==> config.mk <==
export PLATFORM = sky130hd
export DESIGN_NAME = fetch_remap
export DESIGN_NICKNAME = d
export VERILOG_FILES = /design/src/rtl/remap_pkg.sv /design/src/rtl/remap_ctrl.sv /design/src/rtl/remap_datapath.sv /design/src/rtl/fetch_remap.sv
export SDC_FILE = /design/constraint.sdc
export NUM_CORES = 1
export LEC_CHECK = 0
export BUFFER_PORTS_ARGS = -buffer_cell sky130_fd_sc_hd__buf_2
export CORE_MARGIN = 10
export CORE_UTILIZATION = 25
export DETAILED_ROUTE_END_ITERATION = 10
export GPL_TIMING_DRIVEN = 0
export SYNTH_ARGS = -nofsm -noshare
export SYNTH_HDL_FRONTEND = slang
export SYNTH_SLANG_ARGS = --single-unit
==> constraint.sdc <==
create_clock -name clk -period 5.3 [get_ports clk]
set_clock_uncertainty 0.15 [all_clocks]
set_input_delay 0.265 -clock clk [delete_from_list [all_inputs] [get_ports clk]]
set_output_delay 0.265 -clock clk [all_outputs]
set_load 0.02 [all_outputs]
==> src/rtl/remap_pkg.sv <==
package remap_pkg;
  localparam int IDX_W = 8;

  typedef enum logic [1:0] {
    FIELD_LO  = 2'd0,
    FIELD_MID = 2'd1,
    FIELD_HI  = 2'd2
  } fieldSel_e;

  typedef struct packed {
    logic             valid;
    fieldSel_e        field;
    logic [IDX_W-1:0] idx;
    logic             wrLo;
    logic             wrMid;
    logic             wrHi;
    logic [7:0]       data;
  } ctrlStrobes_t;

  localparam logic [7:0] HI_RESET = 8'h08;
endpackage

==> src/rtl/remap_ctrl.sv <==
module remap_ctrl
  import remap_pkg::*;
#(
  parameter int NUM_BLOCKS = 15,
  parameter int REG_ADDR_W = $clog2(3 * NUM_BLOCKS)
) (
  input  logic                  regWrEn,
  input  logic [REG_ADDR_W-1:0] regAddr,
  input  logic [7:0]            regWrData,
  output ctrlStrobes_t          strobes
);
  localparam int NUM_BYTES = 3 * NUM_BLOCKS;

  always_comb begin
    int unsigned byteAddr;
    byteAddr       = int'(regAddr);
    strobes.valid  = byteAddr < NUM_BYTES;
    strobes.idx    = IDX_W'(byteAddr / 3);
    strobes.field  = fieldSel_e'(2'(byteAddr % 3));
    strobes.data   = regWrData;
    strobes.wrLo   = regWrEn && strobes.valid && (strobes.field == FIELD_LO);
    strobes.wrMid  = regWrEn && strobes.valid && (strobes.field == FIELD_MID);
    strobes.wrHi   = regWrEn && strobes.valid && (strobes.field == FIELD_HI);
  end
endmodule

==> src/rtl/remap_datapath.sv <==
module remap_datapath
  import remap_pkg::*;
#(
  parameter int          NUM_BLOCKS = 15,
  parameter int          ADDR_W     = 32,
  parameter logic [31:0] FLASH_BASE = 32'h8000_0000,
  parameter logic [31:0] RAM_BASE   = 32'h8010_0000
) (
  input  logic              clk,
  input  logic              rstN,
  input  ctrlStrobes_t      strobes,
  output logic [7:0]        regRdData,
  input  logic [ADDR_W-1:0] fetchAddr,
  output logic              fetchHit,
  output logic [ADDR_W-1:0] physAddr,
  output logic              nonCacheable
);
  localparam int BLOCK_BITS  = 12;
  localparam int REGION_BITS = 20;
  localparam int WIN_W       = REGION_BITS - BLOCK_BITS;
  localparam int BLK_W       = (NUM_BLOCKS > 1) ? $clog2(NUM_BLOCKS) : 1;
  localparam logic [ADDR_W-1:0] FLASH_B = ADDR_W'(FLASH_BASE);
  localparam logic [ADDR_W-1:0] RAM_B   = ADDR_W'(RAM_BASE);

  logic [7:0] loReg   [NUM_BLOCKS];
  logic [7:0] midReg  [NUM_BLOCKS];
  logic [3:0] topBits [NUM_BLOCKS];  // offset bits 19..16
  logic       modeBit [NUM_BLOCKS];
  logic [NUM_BLOCKS-1:0] blockMatch;

  logic                   inRegion;
  logic [REGION_BITS-1:0] fetchOffset;

  assign fetchOffset = fetchAddr[REGION_BITS-1:0];
  assign inRegion    = fetchAddr[ADDR_W-1:REGION_BITS] == FLASH_B[ADDR_W-1:REGION_BITS];

  for (genvar g = 0; g < NUM_BLOCKS; g++) begin : gBlock
    logic selThis;
    logic [WIN_W-1:0] winBase;
    assign selThis = strobes.idx == IDX_W'(g);

    always_ff @(posedge clk or negedge rstN) begin
      if (!rstN) begin
        loReg[g]   <= '0;
        midReg[g]  <= '0;
        topBits[g] <= '0;
        modeBit[g] <= HI_RESET[3];
      end else if (selThis) begin
        if (strobes.wrLo)  loReg[g]  <= strobes.data;
        if (strobes.wrMid) midReg[g] <= strobes.data;
        if (strobes.wrHi) begin
          topBits[g] <= {strobes.data[7], strobes.data[2:0]};
          modeBit[g] <= strobes.data[3];
        end
      end
    end

    assign winBase       = {topBits[g], midReg[g][7:4]};
    assign blockMatch[g] = !modeBit[g] && (loReg[g] == 8'h00) && (midReg[g][3:0] == 4'h0)
                           && (winBase == fetchOffset[REGION_BITS-1:BLOCK_BITS]);
  end

  always_comb begin
    regRdData = 8'h00;
    for (int i = 0; i < NUM_BLOCKS; i++) begin
      if (strobes.valid && strobes.idx == IDX_W'(i)) begin
        unique case (strobes.field)
          FIELD_LO:  regRdData = loReg[i];
          FIELD_MID: regRdData = midReg[i];
          FIELD_HI:  regRdData = {topBits[i][3], 3'b000, modeBit[i], topBits[i][2:0]};
          default:   regRdData = 8'h00;
        endcase
      end
    end
  end

  logic             anyMatch;
  logic [BLK_W-1:0] winIdx;

  always_comb begin
    anyMatch = 1'b0;
    winIdx   = '0;
    for (int i = NUM_BLOCKS - 1; i >= 0; i--) begin
      if (blockMatch[i]) begin
        anyMatch = 1'b1;
        winIdx   = BLK_W'(i);
      end
    end
  end

  assign fetchHit     = inRegion && anyMatch;
  assign nonCacheable = fetchHit;
  assign physAddr     = fetchHit
                        ? RAM_B + (ADDR_W'(winIdx) << BLOCK_BITS)
                          + ADDR_W'(fetchAddr[BLOCK_BITS-1:0])
                        : fetchAddr;
endmodule

==> src/rtl/fetch_remap.sv <==
module fetch_remap
  import remap_pkg::*;
#(
  parameter int          NUM_BLOCKS = 15,
  parameter int          ADDR_W     = 32,
  parameter int          REG_ADDR_W = $clog2(3 * NUM_BLOCKS),
  parameter logic [31:0] FLASH_BASE = 32'h8000_0000,
  parameter logic [31:0] RAM_BASE   = 32'h8010_0000
) (
  input  logic                  clk,
  input  logic                  rstN,
  input  logic                  regWrEn,
  input  logic [REG_ADDR_W-1:0] regAddr,
  input  logic [7:0]            regWrData,
  output logic [7:0]            regRdData,
  input  logic [ADDR_W-1:0]     fetchAddr,
  output logic                  fetchHit,
  output logic [ADDR_W-1:0]     physAddr,
  output logic                  nonCacheable
);
  ctrlStrobes_t strobes;

  remap_ctrl #(
    .NUM_BLOCKS(NUM_BLOCKS),
    .REG_ADDR_W(REG_ADDR_W)
  ) uCtrl (
    .regWrEn  (regWrEn),
    .regAddr  (regAddr),
    .regWrData(regWrData),
    .strobes  (strobes)
  );

  remap_datapath #(
    .NUM_BLOCKS(NUM_BLOCKS),
    .ADDR_W    (ADDR_W),
    .FLASH_BASE(FLASH_BASE),
    .RAM_BASE  (RAM_BASE)
  ) uDatapath (
    .clk         (clk),
    .rstN        (rstN),
    .strobes     (strobes),
    .regRdData   (regRdData),
    .fetchAddr   (fetchAddr),
    .fetchHit    (fetchHit),
    .physAddr    (physAddr),
    .nonCacheable(nonCacheable)
  );
endmodule

==> results.py <==
metrics = {
    "outcome": {
        "outcome": "finished, violations left",
        "violations": "negative setup slack",
    },
    "global_route": {
        "grt_pass1_wl_mm": 104,
        "overflow": 0,
        "vias_in_the_first_global_route": 14467,
        "grt_start_max_net_pins": 118,
        "grt_antenna_before_repair": 5,
        "global_route.usage.total_pct": 18.0,
    },
    "power_and_ir_drop": {
        "power_density_mw_per_mm2": 369,
        "seq_power_share_pct": 40.8,
        "p_sw_w": 0.00255,
        "swShare_pct": 32.8,
        "p_comb_share_pct": 25.4,
        "worst_ir_drop_vdd_mv": 0.192,
        "clock_power_share_pct": 33.9,
        "power.internal_w": 0.00523,
        "power_leakage_nw": 8.98,
    },
    "drt": {
        "totalWireLength_mm": 72.6,
        "viasPerCell": 5.69,
        "drt_iter0_drc": 2370,
        "detail_route.drc_violations": 0,
        "wl_per_cell_um": 28.8,
        "ant_nets": 0,
        "dr_vias": 14353,
        "detail_route.first_pass.iterations": 9,
    },
    "layout": {
        "sequential_cell_area_sq_mm": 0.00790,
        "post_route_cell_area_sq_mm": 0.0211,
        "layout-area-overhead-vs-synth_pct": 24.5,
        "multiInputGateArea_sq_mm": 0.00904,
        "final.fill_count": 6763,
        "antenna_cells_inserted": 0,
        "layout_cells_sized_above_1_pct": 42.3,
        "final_nets": 1675,
    },
    "worst_setup_path": {
        "cp.arrival_ns": 5.76,
        "crit_slowest_cell": "sky130_fd_sc_hd__a222oi_1",
        "cp-end-kind": "output port",
        "critical-path-top-delay-family": "compound AO/OA/AOI/OAI gates",
        "worst-setup-path-type": "input pin to output port",
        "crit_path_max_fanout": 8,
        "cp-start-kind": "input pin",
        "cp_num_buf_inv": 7,
        "crit_start": "regAddr[4]",
        "crit-reg2reg-launch": "uDatapath.gBlock[7].winBase[2]$_DFFE_PN0P_",
        "setup.reg_to_reg.worst_slack_ns": 4.29,
        "crit-reg2reg-capture": "uDatapath.gBlock[7].winBase[2]$_DFFE_PN0P_",
        "worst_r2r_path_depth": 1,
        "delay_of_the_slowest_critical_path_stage_ns": 0.82,
        "crit_required_ns": 4.89,
        "worstSetupPathDepth": 25,
        "capture_point_of_the_critical_path": "regRdData[2]",
    },
    "synthesis": {
        "post_synth.cell_area_avg_sq_um": 11.6,
        "syn-instance-count": 1460,
        "synth_top_area_share_pct": 44.4,
        "synth_fp_nets": 1512,
        "synth.top_cells.by_area": "sky130_fd_sc_hd__dfrtp_1 (44%), sky130_fd_sc_hd__mux2_2 (21%), sky130_fd_sc_hd__xnor2_1 (4.7%)",
        "number_of_synthesized_flops_with_an_enable_pin": 0,
        "yosys_register_bits": 315,
        "synth_sequential_area_ratio_pct": 46.7,
        "netlist-cell-type-count": 75,
        "dominant_register_cell_in_the_synthesized_netlist": "sky130_fd_sc_hd__dfrtp_1",
        "synth_top_area_cell": "sky130_fd_sc_hd__dfrtp_1",
        "synth_async_sr_flop_share_pct": 100,
        "post_synth_instance_area_sq_mm": 0.0169,
        "synth-warning-count": 0,
    },
    "floorplanning": {
        "design.core.area_sq_mm": 0.0672,
        "die_h_um": 280,
        "placement_rows": 95,
        "num_io_pins": 91,
        "initial_util_pct": 25.2,
        "design.die.area_sq_mm": 0.0785,
        "die_x_um": 280,
    },
    "clocking": {
        "clk_transition_reported_paths_ns": 0.06,
        "cts-root-to-sink-buffers": 3,
        "clk_latency_worst_skew_pair_ns": 0.56,
        "tritoncts": "yes",
        "cts_htree_levels": 2,
        "number_of_buffers_created_by_cts": 35,
        "clock_sinks": 315,
        "clk_root_buf": "sky130_fd_sc_hd__clkbuf_16",
    },
    "min_path": {
        "timing.hold.worst.class": "input pin to flop",
    },
    "sta": {
        "max-slew-margin-rel_pct": 2.98,
        "worstMarginPinSlew_ns": 1.46,
        "timing.final.ws_setup_ns": -0.870,
        "fmax_mhz": 162,
        "final_report_hold_violation_count": 0,
        "rsz0062_at_grt": "true",
        "setup_viol_count_final": 8,
        "fin_tns_setup_ns": -5.58,
        "fin_crit_ns": 6.17,
        "finalMaxSlewViolations": 0,
        "timing.final.crit_share_pct": 116,
    },
    "placement": {
        "io_buffers": 66,
        "placement.cell_area_sq_mm": 0.0186,
        "dpl.hpwl_mm": 51.4,
        "gp_congestion": 1.05,
    },
    "flow_run": {
        "cap_violations": 0,
    },
}
[synthesized netlist by cell type (9+ instances only)]
cell,n
sky130_fd_sc_hd__nand3_1,21
sky130_fd_sc_hd__inv_1,9
sky130_fd_sc_hd__nor2b_1,9
sky130_fd_sc_hd__buf_4,15
sky130_fd_sc_hd__nor2_1,64
sky130_fd_sc_hd__dfrtp_1,300
sky130_fd_sc_hd__clkbuf_1,71
sky130_fd_sc_hd__o22ai_1,31
sky130_fd_sc_hd__a222oi_1,65
sky130_fd_sc_hd__mux2_2,317
sky130_fd_sc_hd__a22oi_1,9
sky130_fd_sc_hd__buf_2,19
sky130_fd_sc_hd__xnor2_1,90
sky130_fd_sc_hd__nor2_2,24
sky130_fd_sc_hd__nor4_1,47
sky130_fd_sc_hd__nor3_1,36
sky130_fd_sc_hd__nand2_1,59
sky130_fd_sc_hd__xor2_1,32
sky130_fd_sc_hd__dfstp_2,15
sky130_fd_sc_hd__a221oi_1,31
sky130_fd_sc_hd__nand4_1,35
sky130_fd_sc_hd__o21ai_0,21
sky130_fd_sc_hd__a21oi_1,18
[metal layers]
metal / vias to the layer above / global-route usage (%) / wire [um]
met1: 7252 / 22.9 / 28500
li1: 5859 / - / -
met3: 227 / 5.29 / 8630
met4: 6 / 9.13 / 4050
met5: - / 0 / 34
met2: 1009 / 27.2 / 31400
[how the worst min path moves through the flow]
stage,to,cells past startpoint,start,slack (ns)
3_3_place_gp,uDatapath.loReg[43]$_DFFE_PN0P_,1,uDatapath.loReg[43]$_DFFE_PN0P_,0.36
2_1_floorplan,uDatapath.gBlock[0].winBase[0]$_DFFE_PN0P_,0,rstN,-0.18
6_report,uDatapath.loReg[19]$_DFFE_PN0P_,2,regWrData[3],0.02
3_5_place_dp,uDatapath.loReg[91]$_DFFE_PN0P_,1,rstN,0.18
4_1_cts,uDatapath.loReg[35]$_DFFE_PN0P_,2,regWrData[3],0.003
5_1_grt,uDatapath.loReg[35]$_DFFE_PN0P_,2,regWrData[3],0.02
[timing repair]
item	4_1_cts	5_1_grt
endpoints found under the hold margin	90	0
gates cloned	1	0
endpoints found under the setup margin	268	137
resized for setup	134	64
buffers inserted	36	22
pin swaps	57	47
hold buffers	1	0
[state kept, by name, summed over array words and instances, names as in the netlist]
name / flops
uDatapath.gBlock.winBase: 120
uDatapath.modeBit: 15
uDatapath.midReg: 60
uDatapath.loReg: 120
[final cells by class]
| cell class | count | area share, % |
|---|---|---|
| Buffer | 117 | 3.73 |
| Clock buffer | 48 | 4.97 |
| Clock inverter | 14 | 0.867 |
| Inverter | 9 | 0.160 |
| Multi-Input combinational cell | 1017 | 42.9 |
| Sequential cell | 315 | 37.5 |
| Tap cell | 873 | 5.18 |
| Timing Repair Buffer | 128 | 4.68 |
[cell families (layout without fill, tap and decap cells)]
group                      Yosys count  in the layout  synth area share [%]
and+or+nand+nor                    340            340                  10.6
DFF                                315            315                  46.7
muxes                              319            319                  21.3
adders and majority gates            3              3                 0.222
AOI/OAI and AO/OA                  233            233                  11.3
buffers and inverters              128            316                  3.54
xor gates and xnor gates           122            122                  6.31
[placed cells by master (no fill, tap or decap), types with 12 or more instances in the layout]
master,netlist,layout
sky130_fd_sc_hd__nor2_2,24,29
sky130_fd_sc_hd__buf_12,0,12
sky130_fd_sc_hd__nor2_1,64,49
sky130_fd_sc_hd__clkbuf_1,71,60
sky130_fd_sc_hd__buf_6,5,16
sky130_fd_sc_hd__nor3_1,36,29
sky130_fd_sc_hd__nor4_1,47,41
sky130_fd_sc_hd__nand4_1,35,35
sky130_fd_sc_hd__o21ai_0,21,18
sky130_fd_sc_hd__o22ai_1,31,26
sky130_fd_sc_hd__mux2_2,317,317
sky130_fd_sc_hd__dfrtp_1,300,300
sky130_fd_sc_hd__buf_4,15,68
sky130_fd_sc_hd__xor2_1,32,32
sky130_fd_sc_hd__nand2_1,59,57
sky130_fd_sc_hd__nand3_1,21,15
sky130_fd_sc_hd__clkbuf_16,0,38
sky130_fd_sc_hd__dfstp_2,15,15
sky130_fd_sc_hd__buf_2,19,68
sky130_fd_sc_hd__a221oi_1,31,21
sky130_fd_sc_hd__a21oi_1,18,17
sky130_fd_sc_hd__a222oi_1,65,65
sky130_fd_sc_hd__xnor2_1,90,90
[power groups by stage]
stage               Sequential [W]  Clock, W  Combinational [W]
finish                     0.00317   0.00264            0.00197
floorplan                  0.00304         0            0.00107
CTS                        0.00315   0.00265            0.00184
global placement           0.00317         0            0.00163
detailed placement         0.00319         0            0.00166
global route               0.00321   0.00275            0.00205
[stage by stage]
step	utilization, %	total power [W]	setup WS [ns]	hold WS (ns)	cells
after floorplan	-	0.00412	-0.207	-0.181	1460
after global placement	27.6	0.00480	-2.11	0.364	2399
after detailed placement	27.7	0.00484	-2.17	0.183	2402
after CTS	30.8	0.00764	-0.717	0.00251	2501
after global routing	31.4	0.00801	-1.01	0.0166	2521
final	31.4	0.00778	-0.870	0.0202	2521
No activity file was read; power rests on OpenSTA's default activity.
